==> src/rtl/cs_pkg.sv <==
package cs_pkg;
  localparam int unsigned WAIT_W = 4;

  typedef enum logic [1:0] {PW_8 = 2'd0, PW_16 = 2'd1, PW_32 = 2'd2} port_w_e;
  typedef enum logic [1:0] {REG_BASE = 2'd0, REG_MASK = 2'd1, REG_CTRL = 2'd2} reg_sel_e;

  // bit 0 valid, 2:1 width, 6:3 wait, 7 ext term, 8..11 inhibit rd/wr/sup/usr
  typedef struct packed {
    logic              no_user;
    logic              no_super;
    logic              no_write;
    logic              no_read;
    logic              ext_term;
    logic [WAIT_W-1:0] wait_n;
    logic [1:0]        width;
    logic              valid;
  } ctrl_t;

  localparam int unsigned CTRL_W = $bits(ctrl_t);

  function automatic logic perm_ok(ctrl_t c, logic wr, logic sup);
    return !(wr ? c.no_write : c.no_read) && !(sup ? c.no_super : c.no_user);
  endfunction
endpackage

==> src/rtl/cs_cfg_regs.sv <==
module cs_cfg_regs
  import cs_pkg::*;
#(
  parameter int unsigned NUM_CS    = 8,
  parameter int unsigned ADDR_W    = 32,
  parameter int unsigned BOOT_WAIT = 7,
  localparam int unsigned CH_W     = $clog2(NUM_CS)
) (
  input  logic              clk_i,
  input  logic              rst_ni,
  input  logic              cfg_we_i,
  input  logic [CH_W-1:0]   cfg_ch_i,
  input  logic [1:0]        cfg_reg_i,
  input  logic [ADDR_W-1:0] cfg_wdata_i,
  output logic [ADDR_W-1:0] base_o [NUM_CS],
  output logic [ADDR_W-1:0] mask_o [NUM_CS],
  output ctrl_t             ctrl_o [NUM_CS]
);
  localparam ctrl_t BOOT_CTRL = '{no_user: 1'b0, no_super: 1'b0, no_write: 1'b0,
                                  no_read: 1'b0, ext_term: 1'b0,
                                  wait_n: WAIT_W'(BOOT_WAIT), width: PW_32, valid: 1'b1};

  logic boot_q;

  always_ff @(posedge clk_i or negedge rst_ni) begin
    if (!rst_ni) boot_q <= 1'b1;
    else if (cfg_we_i && cfg_ch_i == '0 && cfg_reg_i == REG_CTRL && cfg_wdata_i[0])
      boot_q <= 1'b0;
  end

  for (genvar g = 0; g < NUM_CS; g++) begin : g_ch
    logic [ADDR_W-1:0] base_q, mask_q;
    ctrl_t             ctrl_q;
    logic              wr_sel;

    assign wr_sel = cfg_we_i && (cfg_ch_i == CH_W'(g));

    always_ff @(posedge clk_i or negedge rst_ni) begin
      if (!rst_ni) begin
        base_q <= '0;
        mask_q <= '0;
        ctrl_q <= '0;
      end else if (wr_sel) begin
        case (cfg_reg_i)
          REG_BASE: base_q <= cfg_wdata_i;
          REG_MASK: mask_q <= cfg_wdata_i;
          REG_CTRL: ctrl_q <= ctrl_t'(cfg_wdata_i[CTRL_W-1:0]);
          default:  ;
        endcase
      end
    end

    if (g == 0) begin : g_boot
      assign base_o[g] = base_q;
      assign mask_o[g] = boot_q ? '1 : mask_q;
      assign ctrl_o[g] = boot_q ? BOOT_CTRL : ctrl_q;
    end else begin : g_norm
      assign base_o[g] = base_q;
      assign mask_o[g] = mask_q;
      assign ctrl_o[g] = ctrl_q;
    end
  end
endmodule

==> src/rtl/cs_match.sv <==
module cs_match #(
  parameter int unsigned NUM_CS = 8,
  parameter int unsigned ADDR_W = 32,
  localparam int unsigned CH_W  = $clog2(NUM_CS)
) (
  input  logic [ADDR_W-1:0] addr_i,
  input  logic [ADDR_W-1:0] base_i [NUM_CS],
  input  logic [ADDR_W-1:0] mask_i [NUM_CS],
  input  logic [NUM_CS-1:0] en_i,
  output logic              hit_o,
  output logic [CH_W-1:0]   idx_o
);
  logic [NUM_CS-1:0] hit_v;

  for (genvar g = 0; g < NUM_CS; g++) begin : g_cmp
    assign hit_v[g] = en_i[g] && (((addr_i ^ base_i[g]) & ~mask_i[g]) == '0);
  end

  // lowest index wins
  always_comb begin
    idx_o = '0;
    for (int i = NUM_CS - 1; i >= 0; i--)
      if (hit_v[i]) idx_o = CH_W'(i);
  end

  assign hit_o = |hit_v;
endmodule

==> src/rtl/cs_term.sv <==
module cs_term
  import cs_pkg::*;
#(
  parameter int unsigned NUM_CS = 8,
  localparam int unsigned CH_W  = $clog2(NUM_CS)
) (
  input  logic              clk_i,
  input  logic              rst_ni,
  input  logic              start_i,
  input  logic              hit_i,
  input  logic [CH_W-1:0]   idx_i,
  input  logic [WAIT_W-1:0] wait_i,
  input  logic [1:0]        width_i,
  input  logic              ext_i,
  input  logic              ext_ack_i,
  output logic [NUM_CS-1:0] cs_o,
  output logic [1:0]        width_o,
  output logic              ack_o,
  output logic              no_match_o
);
  logic              active_q, ext_q, nomatch_q;
  logic [NUM_CS-1:0] sel_q;
  logic [1:0]        width_q;
  logic [WAIT_W-1:0] cnt_q;
  logic              take, done;

  assign take = start_i && !active_q;
  assign done = active_q && (cnt_q == '0) && (!ext_q || ext_ack_i);

  always_ff @(posedge clk_i or negedge rst_ni) begin
    if (!rst_ni) begin
      active_q  <= 1'b0;
      ext_q     <= 1'b0;
      nomatch_q <= 1'b0;
      sel_q     <= '0;
      width_q   <= '0;
      cnt_q     <= '0;
    end else begin
      nomatch_q <= take && !hit_i;
      if (take && hit_i) begin
        active_q <= 1'b1;
        sel_q    <= NUM_CS'(1) << idx_i;
        width_q  <= width_i;
        cnt_q    <= wait_i;
        ext_q    <= ext_i;
      end else if (active_q && cnt_q != '0) begin
        cnt_q <= cnt_q - 1'b1;
      end else if (done) begin
        active_q <= 1'b0;
        sel_q    <= '0;
        width_q  <= '0;
      end
    end
  end

  assign cs_o       = sel_q;
  assign width_o    = width_q;
  assign ack_o      = active_q && (cnt_q == '0) && !ext_q;
  assign no_match_o = nomatch_q;
endmodule

==> src/rtl/cs_unit.sv <==
module cs_unit
  import cs_pkg::*;
#(
  parameter int unsigned NUM_CS    = 8,
  parameter int unsigned ADDR_W    = 32,
  parameter int unsigned BOOT_WAIT = 7,
  localparam int unsigned CH_W     = $clog2(NUM_CS)
) (
  input  logic              clk_i,
  input  logic              rst_ni,
  input  logic              cfg_we_i,
  input  logic [CH_W-1:0]   cfg_ch_i,
  input  logic [1:0]        cfg_reg_i,
  input  logic [ADDR_W-1:0] cfg_wdata_i,
  input  logic              acc_start_i,
  input  logic [ADDR_W-1:0] acc_addr_i,
  input  logic              acc_write_i,
  input  logic              acc_super_i,
  input  logic              ext_ack_i,
  output logic [NUM_CS-1:0] cs_o,
  output logic [1:0]        width_o,
  output logic              ack_o,
  output logic              no_match_o
);
  logic [ADDR_W-1:0] base [NUM_CS];
  logic [ADDR_W-1:0] mask [NUM_CS];
  ctrl_t             ctrl [NUM_CS];
  logic [NUM_CS-1:0] en;
  logic              hit;
  logic [CH_W-1:0]   win_idx;
  ctrl_t             win_c;

  cs_cfg_regs #(.NUM_CS(NUM_CS), .ADDR_W(ADDR_W), .BOOT_WAIT(BOOT_WAIT)) u_regs (
    .clk_i, .rst_ni, .cfg_we_i, .cfg_ch_i, .cfg_reg_i, .cfg_wdata_i,
    .base_o(base), .mask_o(mask), .ctrl_o(ctrl)
  );

  for (genvar g = 0; g < NUM_CS; g++) begin : g_en
    assign en[g] = ctrl[g].valid && perm_ok(ctrl[g], acc_write_i, acc_super_i);
  end

  cs_match #(.NUM_CS(NUM_CS), .ADDR_W(ADDR_W)) u_match (
    .addr_i(acc_addr_i), .base_i(base), .mask_i(mask), .en_i(en),
    .hit_o(hit), .idx_o(win_idx)
  );

  assign win_c = ctrl[win_idx];

  cs_term #(.NUM_CS(NUM_CS)) u_term (
    .clk_i, .rst_ni,
    .start_i(acc_start_i), .hit_i(hit), .idx_i(win_idx),
    .wait_i(win_c.wait_n), .width_i(win_c.width), .ext_i(win_c.ext_term),
    .ext_ack_i, .cs_o, .width_o, .ack_o, .no_match_o
  );
endmodule

==> config.mk <==
export PLATFORM = sky130hd
export DESIGN_NAME = cs_unit
export DESIGN_NICKNAME = d
export VERILOG_FILES = /design/src/rtl/cs_pkg.sv /design/src/rtl/cs_cfg_regs.sv /design/src/rtl/cs_match.sv /design/src/rtl/cs_term.sv /design/src/rtl/cs_unit.sv
export SDC_FILE = /design/constraint.sdc
export NUM_CORES = 1
export LEC_CHECK = 0
export CAP_MARGIN = 0
export CELL_PAD_IN_SITES_DETAIL_PLACEMENT = 2
export CELL_PAD_IN_SITES_GLOBAL_PLACEMENT = 2
export CORE_ASPECT_RATIO = 0.7
export CORE_MARGIN = 4
export CORE_UTILIZATION = 40
export CTS_CLUSTER_DIAMETER = 50
export DETAILED_ROUTE_END_ITERATION = 8
export GPL_TIMING_DRIVEN = 0
export PLACE_DENSITY_LB_ADDON = 0.1
export SYNTH_ARGS = -nofsm -noshare
export SYNTH_HDL_FRONTEND = slang
export SYNTH_SLANG_ARGS = --single-unit
==> constraint.sdc <==
create_clock -name clk_i -period 2.8 [get_ports clk_i]
set_input_delay 0.84 -clock clk_i [delete_from_list [all_inputs] [get_ports clk_i]]
set_output_delay 0.84 -clock clk_i [all_outputs]
set_load 0.05 [all_outputs]
# Yosys cells after proc, flatten, opt, wreduce, memory -nomap -nowiden
# Cells that the tools add are included.
# totals
reg_bits,626
input_bits,76
output_inout_bits,12
word_cells,266
# op_classes
addsub,1
n_lt_le_gt_ge,1
n_eq_ne,10
shift,1
n_mux,40
bitwise,25
reduce_logical,101
# op_table
op,count
AND 32 bit,8
zero test 32 bit,8
NOT 32 bit,8
XOR 32 bit,8
AND reduction 2 bit,25
logical AND 1 bit,41
two-way mux 8 bit,5
binary-select mux 12 bit (select 3 bit),1
two-way mux 32 bit,1
two-way mux 3 bit,8
zero test 1 bit,19
two-way mux 1 bit,19
== test 3 bit (second input constant),4
two-way mux 12 bit,1
two-way mux 4 bit,2
OR reduction 8 bit,1
<< shifter 1 x 3 -> 8 bit (first input constant),1
== test 3 x 2 -> 1 bit (second input constant),2
two-way mux 2 bit,3
greater-or-equal comparator 4 bit (second input constant),1
zero test 4 bit,1
NOT 3 -> 4 bit,1
nonzero test 2 bit,2
nonzero test 4 bit,1
other kinds (8),8

# Logic depth before layout (Yosys ltp)
# depth
ltp_word,18
depth_mapped,12
mapped_depth_nobuf,10

# Cells and area by module
# From an unflattened synthesis, not the netlist that was laid out.
# unflattened
hier_cells,2055
area_unflattened_um2,28323.4
# by_module_without_submodules
module,n_inst,cells_per_inst,area_each_um2,seq_area_each_um2
cs_cfg_regs,1,1409,23072.1,15240.9
cs_match,1,512,3738.6,0.0
cs_term,1,83,809.5,425.4
cs_unit,1,51,703.2,0.0

# Worst setup path after synthesis
# Ideal clock, no wire load.
# synth_path
path_type,input to register
start,input port acc_addr_i[6]
end,register u_term.cnt_q[3]
setup_ns,0.073
arrival_time_ns,3.196
t_required_ns,2.727
setup_slack_ns,-0.469
path_stages,11
path_buffers,1
path_cell_list,buf_6 -> xnor2_1 -> o22ai_1 -> or4_1 -> nor4_1 -> and4_2 -> o221ai_2 -> a211o_4 -> o2bb2a_4 -> a32o_1 -> a21oi_2
# synth_via
elab_chain_len,17
word_cells_on_any_way,48
cone_classes,mux: 12; bitwise: 17; reduce/logical: 19
# synth_rtl
item,line,text
"start, declared",cs_unit.sv:16,"input logic [ADDR_W-1:0] acc_addr_i,"
XOR 32 bit,cs_match.sv:16,assign hit_v[g] = en_i[g] && (((addr_i ^ base_i[g]) & ~mask_i[g]) == '0);
AND 32 bit,cs_match.sv:16,
zero test 32 bit,cs_match.sv:16,
logical AND 1 bit,cs_match.sv:16,
two-way mux 3 bit (8 in a row),cs_match.sv:23,if (hit_v[i]) idx_o = CH_W'(i);
NOT 3 -> 4 bit (implied by the code),cs_unit.sv:47,assign win_c = ctrl[win_idx];
binary-select mux 12 bit (select 3 bit),cs_unit.sv:47,
two-way mux 8 bit (implied by the code) (2 in a row),cs_unit.sv:47,
two-way mux 4 bit,cs_term.sv:40,if (take && hit_i) begin
"end signal, assigned",cs_term.sv:44,cnt_q <= wait_i;
"end signal, assigned",cs_term.sv:47,cnt_q <= cnt_q - 1'b1;
"end, declared",cs_term.sv:24,logic [WAIT_W-1:0] cnt_q;
# Parallel ways exist; a longest one is shown, timed or not. The select of a mux whose other input is x is not followed.
# A chain may end at the register's enable or synchronous reset.

# Final worst setup path
# layout_path
start,input port acc_addr_i[21]
end,register u_term.cnt_q[3]
# Same word-level chain as after synthesis.

==> results by group <==
Power
  • Static Leak: about 0.015 uW
  • Final Power: approximately 28000 uW
  • VDD IR-drop max: roughly 0.4 mV
  • Pwr/cell area: 806 nW/um^2

Finish
  • Final instance area: 34600 sq um
  • Share of cells above drive strength 1: about two fifths
  • Commonest non-fill, non-tap cells in the layout: dfrtp_1 (621), mux2_2 (605), xnor2_1 (212)
  • Commonest non-fill, non-tap cell in the layout: dfrtp_1
  • Area Growth Syn to Fin: 20.3%
  • Final #Nets: 2458
  • # fillers: 6768
  • Core Util, Final: 48.4%

Critical path
  • Critical Path RT: 3.35 ns
  • Critical path capture point type: flip-flop
  • Crit Path Max Fanout: 8
  • Startpoint types: input pin
  • Crit Path Category: in2reg
  • Critical Path AT: around 3.7 ns

Synthesis
  • Mean post-synth cell area: about 13 sq um
  • Yosys synthesis warning count: 0
  • Syn Nets: ~2.3k
  • Synth Cell Area: 28800 sq um
  • Synth Instances: 2223
  • Share of the yosys chip area belonging to registers: 54.4%
  • Predominant post-synthesis flop cell: dfrtp_1
  • Synth async-reset ratio: 100%
  • Number of flops mapped to enable cells by yosys: 0
  • FF+latch count, synth: 626
  • Synth unique cells: 68

Die
  • Die height: 233 um
  • Core area: 71500 sq um
  • Area of the die: 76500 sq um
  • Die X: 329 um
  • Initial core utilization: 40.3%
  • Row cnt: between 80 and 90
  • Ports: 88

Clocking
  • Worst-path clk slew: 0.06 ns
  • Root Driver: clkbuf_16
  • Clock Path Buffers: 3
  • CTS tree: yes
  • CTS H-tree depth: 3
  • CTS Buf Count: 71
  • Skew-Pair Late Insertion Delay: approximately 0.62 ns
  • Clock Sinks: roughly 630

Timing
  • Clk_skew: 0.0218 ns
  • Fin crit share: 111%
  • Final Hold Viols: 0
  • Maximum clock frequency: ~320 MHz
  • Final setup violation count: 10
  • Final Max Slew Viols: 0
  • RSZ-0062 raised after global routing: true
  • Slack of the critical path: -0.321 ns
  • Measured slew at the worst slew-check pin: 1.27 ns
  • Worst rel slew slack: 15.7%
  • Min Tclk post-route: 3.12 ns
  • Hold WS: ~0.17 ns

Global route
  • Initial antenna violation count: 8
  • First-pass GRT wire length: 165000 um
  • Largest net degree at the start of global routing: 116
  • GR Overflow Total: 0
  • Vias in the first global route: 22.2k
  • Gr usage total: between 30% and 40%

Route
  • Post-route DRC: 0
  • DRT Pass-1 Iters: 5
  • Vias per inst: 5.89
  • Routed Antenna Nets: 0
  • Final WL: approximately 120000 um
  • Initial DRC count: 1580
  • Vias post-DR: 20.0k
  • Post-DR wirelength/cell: 34.1 um

Place
  • Placed inst area: 30900 sq um
  • Buffers on Ports: 51
  • Gpl congestion: 0.915
  • Detailed Place HPWL: 80200 um
  • Dpl ws: -1.97 ns

Outcome
  • Status: finished with violations
  • Failing checks: setup timing

Worst hold path
  • Hold Crit Class: in2async

Flow run
  • Max-cap viol count: 0
## synthesized netlist by cell type, types with 4 or more instances
cell type / n / area, sq um
dfrtp_1: 625 / 15600
mux2_2: 605 / 6810
xnor2_1: 253 / 2220
o22ai_1: 165 / 1030
nor2_1: 113 / 424
clkbuf_1: 80 / 300
nor4_1: 57 / 357
nand2_1: 40 / 150
nand3_1: 38 / 190
nor3_1: 35 / 175
buf_2: 29 / 145
buf_1: 24 / 90.1
mux2i_1: 16 / 160
o21ai_0: 15 / 75.1
inv_1: 13 / 48.8
a21oi_1: 6 / 30.0
buf_6: 6 / 67.6
nand2b_1: 6 / 37.5
nor3b_1: 6 / 45.0
or3_1: 6 / 37.5
nor2b_1: 5 / 31.3
a211oi_1: 4 / 30.0
o211ai_1: 4 / 30.0
o21ai_1: 4 / 20.0
o221ai_1: 4 / 35.0
## worst max-delay path: stages
cell,delay [ns]
buf_8,0.15
xnor2_1,0.28
o22ai_1,0.19
nor4_2,0.33
nand3_1,0.11
buf_4,0.18
or2_0,0.20
o311a_1,0.39
a211o_4,0.34
o2bb2a_4,0.25
a32o_1,0.27
a21oi_2,0.10
## per-layer routing
metal  global-route usage [%]  up-vias  part of all wire, %
li1                         -     8346                    -
met2                     47.9      487                   46
met4                     8.32        0                  2.7
met3                     4.59      143                  4.6
met5                        0        -                    0
met1                     43.3    11100                   46
## power by group
part | switching [uW] | total, uW | leakage [uW] | internal (uW)
Clock | 4020 | 9430 | 0.00113 | 5420
Combinational | 3250 | 6190 | 0.00547 | 2940
Sequential | 1450 | 12300 | 0.00799 | 10800
## stage by stage
stage | std cells | TNS [ns]
floorplan | 2223 | -2.01
global placement | 3240 | -
detailed placement | 3246 | -415.57
CTS | 3386 | -1.34
global route | 3400 | -2.46
finish | 3402 | -1.77
## logic make-up after synthesis
family	share of synthesized area, %
muxes	24.2
adders and majority gates	0.0434
buffers and inverters	2.26
and+or+nand+nor	5.52
xor gates and xnor gates	7.86
AOI/OAI and AO/OA	5.73
DFF	54.4
## registers in the layout (all words and copies together) (netlist names)
signal	flops
u_regs.boot_q	1
u_regs.g_ch.mask_q	256
u_term.ext_q	1
u_term.cnt_q	4
u_term.active_q	1
u_regs.g_ch.base_q	256
u_term.cs_o	8
u_regs.ctrl_o	84
u_regs.g_ch.ctrl_q	12
u_term.no_match_o	1
u_term.width_o	2
## worst paths after layout
path | slack (ns) | cells past startpoint | start | to
hold reg to reg | 0.50 | 1 | u_regs.g_ch[0].ctrl_q[6] | u_regs.g_ch[0].ctrl_q[6]
min in group clk_i | 0.50 | 1 | u_regs.g_ch[0].ctrl_q[6] | u_regs.g_ch[0].ctrl_q[6]
hold / removal | 0.17 | 1 | rst_ni | u_regs.g_ch[0].ctrl_q[6]
setup / recovery | -0.32 | 12 | acc_addr_i[21] | u_term.cnt_q[3]
setup reg to reg | -0.29 | 11 | u_regs.g_ch[7].base_q[21] | u_term.cnt_q[3]
max in group asynchronous | 0.86 | 4 | rst_ni | u_regs.g_ch[3].mask_q[7]
## cell type report
type / count / area (sq um) / area share [%]
antenna: 2 / 5.00 / 0.0144
sequential: 626 / 15700 / 45.2
clock inverter: 24 / 238 / 0.686
tap: 966 / 1210 / 3.49
buffer: 139 / 896 / 2.59
multi-input combinational: 1445 / 13600 / 39.2
clock buffer: 102 / 2060 / 5.93
inverter: 13 / 48.8 / 0.141
timing repair buffer: 85 / 941 / 2.72
## what timing repair did
action                     4_1_cts  5_1_grt
gates resized for setup        190       76
pin swaps                       25       26
setup endpoints to repair      318      132
hold buffers                     0        0
buffers inserted                13       15
gates cloned                     1        0
Note: power is estimated with default switching activity, not from simulation.
